**src/rtl/trig_pattern_filter.sv**
```systemverilog
module trig_pattern_filter #(
  parameter int TRIG_W      = 16,
  parameter int BX_W        = 12,
  parameter bit CAL_FLAG_EN = 1'b1
) (
  input  logic              clk,
  input  logic              rst_n,
  input  logic [1:0]        src_sel,
  input  logic              sw_trig,
  input  logic              l1a_in,
  input  logic              bp_trig,
  input  logic              cnt_clr,
  output logic              trig_stb,
  output logic              calib_seen,
  output logic [TRIG_W-1:0] trig_count,
  output logic [BX_W-1:0]   bx_count
);

  typedef enum logic [1:0] {S_IDLE, S_ONE, S_GAP, S_RUN} dec_t;

  logic sel_line, line_q, cal_det, rst_det;
  dec_t st, st_nx;

  always_comb begin
    case (src_sel)
      2'd0:    sel_line = sw_trig;
      2'd1:    sel_line = l1a_in;
      2'd2:    sel_line = bp_trig;
      default: sel_line = 1'b0;
    endcase
  end

  always_ff @(posedge clk or negedge rst_n)
    if (!rst_n) line_q <= 1'b0;
    else        line_q <= sel_line;

  always_comb begin
    st_nx = st;
    case (st)
      S_IDLE: if (line_q) st_nx = S_ONE;
      S_ONE:  st_nx = line_q ? S_RUN : S_GAP;
      S_GAP:  st_nx = line_q ? S_RUN : S_IDLE;
      S_RUN:  if (!line_q) st_nx = S_IDLE;
      default: st_nx = S_IDLE;
    endcase
  end

  always_ff @(posedge clk or negedge rst_n)
    if (!rst_n) st <= S_IDLE;
    else        st <= st_nx;

  assign trig_stb = (st == S_GAP) && !line_q;
  assign rst_det  = (st == S_GAP) &&  line_q;
  assign cal_det  = (st == S_ONE) &&  line_q;

  generate
    if (CAL_FLAG_EN) begin : g_cal
      assign calib_seen = cal_det;
    end else begin : g_nocal
      assign calib_seen = 1'b0;
    end
  endgenerate

  always_ff @(posedge clk or negedge rst_n)
    if (!rst_n)        trig_count <= '0;
    else if (cnt_clr)  trig_count <= '0;
    else if (trig_stb) trig_count <= trig_count + 1'b1;

  always_ff @(posedge clk or negedge rst_n)
    if (!rst_n)       bx_count <= '0;
    else if (rst_det) bx_count <= '0;
    else              bx_count <= bx_count + 1'b1;

  p_no_source_r1: assert property (@(posedge clk) disable iff (!rst_n)
    (src_sel == 2'd3) |=> !line_q);

  p_trig_shape_r2: assert property (@(posedge clk) disable iff (!rst_n)
    trig_stb |-> (!line_q && !$past(line_q) && $past(line_q, 2) && !$past(line_q, 3)));

  p_one_event_r3: assert property (@(posedge clk) disable iff (!rst_n)
    $onehot0({trig_stb, rst_det, cal_det}));

  p_cal_shape_r4: assert property (@(posedge clk) disable iff (!rst_n)
    cal_det |-> (line_q && $past(line_q) && !$past(cal_det)));

  p_bx_clear_r5: assert property (@(posedge clk) disable iff (!rst_n)
    rst_det |=> (bx_count == '0));

  p_bx_step_r6: assert property (@(posedge clk) disable iff (!rst_n)
    !rst_det |=> (bx_count == BX_W'($past(bx_count) + 1'b1)));

  p_cnt_step_r7: assert property (@(posedge clk) disable iff (!rst_n)
    (trig_stb && !cnt_clr) |=> (trig_count == TRIG_W'($past(trig_count) + 1'b1)));

  p_cnt_clear_r7: assert property (@(posedge clk) disable iff (!rst_n)
    cnt_clr |=> (trig_count == '0));

  p_cnt_hold_r7: assert property (@(posedge clk) disable iff (!rst_n)
    (!trig_stb && !cnt_clr) |=> $stable(trig_count));

endmodule

```
**config.mk**
```make
export PLATFORM = sky130hd
export DESIGN_NAME = trig_pattern_filter
export DESIGN_NICKNAME = d
export VERILOG_FILES = /design/src/rtl/trig_pattern_filter.sv
export SDC_FILE = /design/constraint.sdc
export NUM_CORES = 1
export LEC_CHECK = 0
export BUFFER_PORTS_ARGS = -buffer_cell sky130_fd_sc_hd__buf_2
export CAP_MARGIN = 10
export CORE_MARGIN = 4
export CORE_UTILIZATION = 49
export CTS_BUF_LIST = sky130_fd_sc_hd__clkbuf_2 sky130_fd_sc_hd__clkbuf_4 sky130_fd_sc_hd__clkbuf_8
export CTS_CLUSTER_DIAMETER = 60
export CTS_CLUSTER_SIZE = 12
export DETAILED_ROUTE_END_ITERATION = 8
export GPL_ROUTABILITY_DRIVEN = 0
export PLACE_DENSITY = 0.79
export SLEW_MARGIN = 0
export SYNTH_ARGS = -nofsm -noshare
export SYNTH_HDL_FRONTEND = slang
export SYNTH_SLANG_ARGS = --single-unit
```
**constraint.sdc**
```tcl
create_clock -name clk -period 1.5 [get_ports clk]
set_input_delay 0.075 -clock clk [delete_from_list [all_inputs] [get_ports clk]]
set_output_delay 0.075 -clock clk [all_outputs]
set_load 0.01 [all_outputs]
```
Word-level counts from Yosys, hierarchy flattened
Index checks and enable logic that the tools add are counted. W data, S select, Z words.

Reductions and logical operators: 8. Equality and inequality tests: 7. Multiplexer cells: 9. Add/sub/neg operators: 2.

Operators with widths (number): $mux W16 (2); $add A16 B1 Y16 const B (1); $add A12 B1 Y12 const B (1); $mux W12 (1); $pmux W2 S4 (1); $eq A2 B2 Y1 const B (3); $mux W2 (3); $eq A2 B1 Y1 const B (2); $logic_not A2 Y1 (2); $ne A2 B2 Y1 const B (2); $logic_and A1 B1 Y1 (3); $pmux W1 S3 (1); $reduce_and A2 Y1 (1); $reduce_bool A2 Y1 (1); $logic_not A1 Y1 (1); $mux W1 (1).

Bits in registers: 31. Input port bits: 8.

Depth between registers and ports, before layout
Gate-level depths: netlist of run 1.

Depth in word-level cells: 4. Mapped depth: 5. Mapped depth without buffers: 5.

Worst setup path before layout of run 1
No wires, ideal clock.

Path kind: register -> register. From: reg trig_count[3]. To: reg trig_count[15]. Buffers on the path: 1. Slack: -0.038 ns. Arrival: 1.461 ns. Cell stages (with the launch flop): 6. Library setup time: 0.078 ns. Required time: 1.422 ns. Period minus slack after synthesis: 1.538 ns. Cell sequence: dfrtp_1 > and3_1 > buf_6 > nand4_4 > or4_1 > a21oi_1.

Longest elaborated chain between the ends: 3.

Ends and longest elaborated chain: start, declared (RTL line 15) `output logic [TRIG_W-1:0] trig_count,`; start signal, assigned (RTL line 67) `else if (trig_stb) trig_count <= trig_count + 1'b1;`; $add A16 B1 Y16 (RTL line 67); $mux W16 (RTL line 67); $mux W16 (RTL line 66) `else if (cnt_clr) trig_count <= '0;`.

No other way between the ends. The select of a mux whose other input is x is not followed. A chain may end at the register's enable or synchronous reset.

Worst setup path in the final report of run 1
From: reg trig_count[6]. To: reg trig_count[14].

The elaborated chain is that of the path after synthesis.

==> run summary, run 1 <==
Setup ws final - -0.008548 ns
Initial Utilization - 0.5254
Final worst path period share - 1.006
Remaining DRCs - 0
WS Path Type - flop to flop
Worst min path class - primary input to flop
Worst stage delay on the critical path - 0.54 ns
Post-synth top area cell - dfrtp_1
Width of the die - 62.85 um
Final hold vios - 0
Final Critical Period - 1.509 ns
Worst clock skew - 0.007385 ns
Initial antenna violation count - 0
Clock power share - 0.249
Core ar. - 2805 um2
Starting DRT DRC Count - 84
Routed WL - 3352 um
CP top delay family - simple AND/OR/NAND/NOR gates
Grt ovf - 0
Max VDD drop - 0.001040 V
Vias in the first global route - 1317
Least-Margin Pin Slew - 0.6860 ns
Post-synth ARST share - 1.000
Avg WL per Cell - 13.85 um
Worst slew margin - 0.5427
Post-synth EDFFs - 0
Register area - 775.7 um2
Row cnt - 19
CTS Sinks - 31
Area of the multi-input gates - 701.9 um2
DRT antenna net count - 0
Synth area leaders - dfrtp_1 53%, xor2_1 5.9%, nor2_1 5.6%
P_sw - 0.6150 mW
Max clock buf depth - 2
Ys Warns - 0
Layout cells sized above 1 - 0.3981
Total negative setup slack - -0.01233 ns
Area Growth Syn to Fin - 34.63%
Sequential power share - 0.525
Pleak - 0.9901 nW
Nets - 220
Sequential fraction of the synthesis area - 0.5263
GR Util met2 - 0.3076
CP Launch Type - flop
Die height - 62.85 um
Int Power - 1.364 mW
Synth cell types - 29
H-tree depth - 2
PortBufs - 37
CTS buffer count - 5
Clk slew on worst S/H paths - 0.10 ns
Via count - 1319
Final setup vio count - 2
Comb power frac - 0.226
Global Route Usage Sum - 0.1853
Vias per inst - 5.450
Pre-CTS setup slack - -0.002625 ns
Synthesized area - 1474 um2
Pre-antenna DRT Iters - 4
Fill cell count - 222
Fmax - 662.9 MHz
Failing checks - setup timing
Crit-path cells - and4_4 > nand4_4 > or4_4 > a21oi_2
Status - complete, but fails checks
Synthesized netlist cell count - 147
Global-route wire length before repair - 5796 um
# IOs - 38
Seq cells post-synth - 31
Die area - 3949 um2
Slew Viols, Final - 0
Mean area per synthesized cell - 10.03 um2
CTS tree - built
Switch share - 0.3108
Synth top area share - 0.5263
Largest net degree at the start of global routing - 32
Syn Nets - 157
Main synth FF type - dfrtp_1
Crit path buf inv count - 0
Met3 usage - 0.06655
CTS root buf - clkbuf_4
Slowest CP cell - or4_4
Max Fanout on Critical Path - 8
Fin cells - 242
Required @ worst endpoint - 1.76 ns
Placed wire-length estimate - 2354 um
Max-Cap Viols - 0
Gr busiest metal - met2
N_diodes - 0
Grt met1 use - 0.2160
PD cells - 997.2 nW/um2
Arr. time, crit path - 1.77 ns
Crit. End Element - flop
Inst Count DP - 224
RSZ-0062 raised after global routing - true
Worst-skew pair later-pin latency - 0.32 ns
## area by class of cell
type / count / share of cell area
timing repair buffer: 63 / 0.1992
tap: 31 / 0.01955
clock buffer: 7 / 0.02648
multi-input combinational: 105 / 0.3537
inverter: 4 / 0.007566
clock inverter: 1 / 0.002522
sequential: 31 / 0.3909
## layout by cell type, fill, tap and decap left out, types with 4 or more instances in the layout
cell type,instances
buf_2,37
dfrtp_1,31
nor2_1,22
buf_4,21
xor2_1,10
xnor2_1,8
nand2_1,7
o21ai_0,7
clkbuf_4,7
nand4_1,6
nand3_1,5
inv_1,4
nand3_2,4
or3_1,4
a21oi_1,4
## metrics by stage
step,instance area (um2),util,power [mW],hold WS [ns]
floorplan,1475,-,1.280,-0.2206
global route,1984,0.7074,2.139,0.09589
detailed placement,1783,0.6356,1.475,0.1541
global placement,1783,0.6356,1.443,0.1435
finish,1984,0.7074,1.979,0.1070
CTS,1899,0.6771,1.995,0.08139
## registers in the layout (all words and copies together) (netlist names)
signal      count
st              2
line_q          1
bx_count       12
trig_count     16
## worst paths after layout
path | start | end | slack (ns) | cells after the start
min in group asynchronous | rst_n | trig_count[0] | 0.33 | 2
max in group asynchronous | rst_n | bx_count[1] | 0.73 | 2
hold reg to reg | line_q | st[0] | 0.50 | 1
hold / removal | cnt_clr | trig_count[15] | 0.11 | 2
setup / recovery | trig_count[6] | trig_count[14] | -0.009 | 4
setup reg to reg | trig_count[6] | trig_count[14] | -0.009 | 4
## synthesized netlist by cell type (3+ instances only)
cell / n
a21oi_1: 7
nor2_1: 22
nand4_1: 6
clkbuf_1: 5
inv_1: 4
xnor2_1: 8
o21ai_0: 7
nand3_1: 9
or3_1: 4
nand2_1: 8
nor3_1: 3
dfrtp_1: 31
xor2_1: 10
## cell families after synthesis
group,count (synthesis),share of synthesized area
xor gates and xnor gates,18,0.1070
muxes,2,0.01358
adders and majority gates,2,0.01698
buffers and inverters,11,0.03395
AOI/OAI and AO/OA,16,0.05772
DFF,31,0.5263
and+or+nand+nor,67,0.2445
## per-layer routing
| metal | routed length, um | up-vias | part of all wire |
|---|---|---|---|
| met5 | 0 | - | 0 |
| met4 | 41 | 0 | 0.012 |
| met3 | 194 | 4 | 0.058 |
| met2 | 1684 | 39 | 0.50 |
| met1 | 1432 | 640 | 0.43 |
| li1 | - | 636 | - |
## power groups by stage
stage	registers [mW]	clock network, mW	logic (mW)
after floorplan	1.08	0	0.195
after global placement	1.04	0	0.401
after detailed placement	1.05	0	0.423
after CTS	1.04	0.521	0.438
after global routing	1.06	0.565	0.511
final	1.04	0.493	0.447
## worst reg2reg max path, delay by kind of cell, from the launching register on
| family | cells | cell delay, ns |
|---|---|---|
| AO/OA/AOI/OAI | 1 | 0.14 |
| flip-flops | 1 | 0.36 |
| AND/OR/NAND/NOR | 3 | 0.95 |
## timing repair
action	4_1_cts	5_1_grt
resized for setup	2	14
buffers inserted	3	4
hold endpoints to repair	32	0
pin swaps	2	12
endpoints found under the setup margin	4	11
hold buffers	3	0
Power figures use the tool's default switching activity.
==> run 2, diff against run 1 <==
--- a/config.mk
+++ b/config.mk
@@ -8,6 +8,8 @@
 export BUFFER_PORTS_ARGS = -buffer_cell sky130_fd_sc_hd__buf_2
 export CAP_MARGIN = 10
+export CELL_PAD_IN_SITES_DETAIL_PLACEMENT = 1
+export CELL_PAD_IN_SITES_GLOBAL_PLACEMENT = 1
 export CORE_MARGIN = 4
-export CORE_UTILIZATION = 49
+export CORE_UTILIZATION = 37
 export CTS_BUF_LIST = sky130_fd_sc_hd__clkbuf_2 sky130_fd_sc_hd__clkbuf_4 sky130_fd_sc_hd__clkbuf_8
 export CTS_CLUSTER_DIAMETER = 60
@@ -15,5 +17,5 @@
 export DETAILED_ROUTE_END_ITERATION = 8
 export GPL_ROUTABILITY_DRIVEN = 0
-export PLACE_DENSITY = 0.79
+export PLACE_DENSITY = 0.78
 export SLEW_MARGIN = 0
 export SYNTH_ARGS = -nofsm -noshare
==> constraint.sdc (replaced) <==
create_clock -name clk -period 1.5 [get_ports clk]
set_input_delay 0.3 -clock clk [delete_from_list [all_inputs] [get_ports clk]]
set_output_delay 0.3 -clock clk [all_outputs]
set_load 0.01 [all_outputs]
==> run 2 against run 1 <==
The flow still finishes with violations (setup timing). Total power rose by 10%. Critical path depth is the same. Register-to-register slack got worse by 0.06 ns. Design area increased by 3.5%. Sequential share of layout area down 1.3 points. Largest cell class unchanged.
==> run summary, run 2 (same netlist as run 1, synthesis figures left out) <==
N_diodes - 0
Final worst path period share - 1.048
Fmax - 636.1 MHz
Fin cells - 259
Slowest CP cell - or4_4
CP top delay family - simple AND/OR/NAND/NOR gates
Final hold vios - 0
Max-Cap Viols - 0
Global Route Usage Sum - 0.1837
Final setup vio count - 5
# IOs - 38
Pleak - 1.025 nW
Vias per inst - 5.131
Remaining DRCs - 0
Max clock buf depth - 2
Layout cells sized above 1 - 0.4218
Post-Route Hold Slack - 0.06015 ns
RSZ-0062 raised after global routing - true
Crit-path cells - and4bb_2 > nand3_2 > or4_4 > a21oi_2
Vias in the first global route - 1466
Worst-skew pair later-pin latency - 0.29 ns
Status - complete, but fails checks
CTS root buf - clkbuf_8
Inst Count DP - 240
Initial Utilization - 0.3937
Die height - 71.12 um
Routed WL - 4320 um
DRT antenna net count - 0
Width of the die - 71.12 um
Largest regs - trig_count (16), bx_count (12), st (2)
Tot Pwr - 2.180 mW
Crit path buf inv count - 0
Worst min path class - primary input to async pin
Worst stage delay on the critical path - 0.50 ns
Row cnt - 22
Die area - 5057 um2
Avg WL per Cell - 16.68 um
Nets - 220
Setup ws final - -0.07209 ns
CTS buffer count - 5
CTS Sinks - 31
Least-Margin Pin Slew - 0.7096 ns
Required @ worst endpoint - 1.71 ns
Clk slew on worst S/H paths - 0.06 ns
Area Growth Syn to Fin - 39.39%
Commonest non-fill, non-tap cell in the layout - buf_2
PortBufs - 37
H-tree depth - 2
Max Fanout on Critical Path - 3
Max reg flops - 16
Crit. End Element - flop
Path depth of the worst reg2reg path - 4
WS Path Type - flop to flop
Initial antenna violation count - 0
Core ar. - 3744 um2
CTS tree - built
Worst slew margin - 0.5270
Failing checks - setup timing
Final Critical Period - 1.572 ns
Critical R2R Launch - st[0]
R2r setup slk - -0.07 ns
Grt ovf - 0
CTS Hold Bufs - 0
Largest net degree at the start of global routing - 32
Global-route wire length before repair - 7203 um
CP Launch Type - flop
Via count - 1329
Max VDD drop - 0.0006071 V
Largest reg by FF count - trig_count
Starting DRT DRC Count - 55
Total negative setup slack - -0.1852 ns
Fill cell count - 448
Arr. time, crit path - 1.79 ns
Slew Viols, Final - 0
Worst clock skew - 0.004585 ns
Pre-antenna DRT Iters - 4
RR Endpoint - trig_count[15]
Commonest non-fill, non-tap cells in the layout - 36 x buf_2, 31 x dfrtp_1, 23 x buf_4, 22 x nor2_1, 10 x xor2_1
Placed wire-length estimate - 2810 um
PD cells - 1061 nW/um2
[run 2: power breakdown]
part           switching [mW]  total (mW)  internal (mW)
sequential              0.113        1.05          0.934
combinational           0.246       0.465          0.218
clock                   0.307       0.668          0.361
total                   0.666        2.18           1.51
[run 2: final cells by class]
| type | instances | area (um2) | share of cell area |
|---|---|---|---|
| Sequential cell | 31 | 775.7 | 0.3776 |
| Multi-Input combinational cell | 105 | 716.9 | 0.3490 |
| Timing Repair Buffer | 63 | 397.9 | 0.1937 |
| Clock buffer | 7 | 83.83 | 0.04080 |
| Tap cell | 48 | 60.06 | 0.02923 |
| Inverter | 4 | 15.01 | 0.007308 |
| Clock inverter | 1 | 5.005 | 0.002436 |
[run 2: how the worst max path moves through the flow]
stage             startpoint        endpoint  slack, ns  cells past startpoint
2_1_floorplan  trig_count[3]  trig_count[12]       0.02                      5
3_3_place_gp           st[0]  trig_count[14]       0.03                      4
3_5_place_dp          line_q  trig_count[14]      -0.06                      4
4_1_cts               line_q  trig_count[15]      -0.06                      4
5_1_grt               line_q  trig_count[14]      -0.11                      5
6_report               st[0]  trig_count[15]      -0.07                      4
[run 2: per-layer routing]
metal	global-route usage	wire length, um	vias up
met3	0.05256	197	9
met2	0.3223	2250	30
met1	0.2059	1762	663
met5	0	0	-
li1	-	-	627
met4	0.08142	109	0
[run 2: worst register-to-register path, cell delays in order, from the launching register on]
cell,delay (ns)
dfrtp_1,0.39
and4bb_2,0.37
nand3_2,0.12
or4_4,0.50
a21oi_2,0.13
[run 2: stage by stage]
step	utilization	area [um2]	setup WS, ns
6_report	0.5488	2054	-0.07209
5_1_grt	0.5488	2054	-0.1099
3_5_place_dp	0.4799	1797	-0.06173
4_1_cts	0.5321	1992	-0.06057
3_3_place_gp	0.4799	1797	0.03016
2_1_floorplan	-	1475	0.01873
[run 2: timing repair]
action / CTS / global route
gates resized for setup: 13 / 10
setup endpoints to repair: 7 / 14
pin swaps: 7 / 10
hold endpoints to repair: 0 / 0
setup buffers: 8 / 3
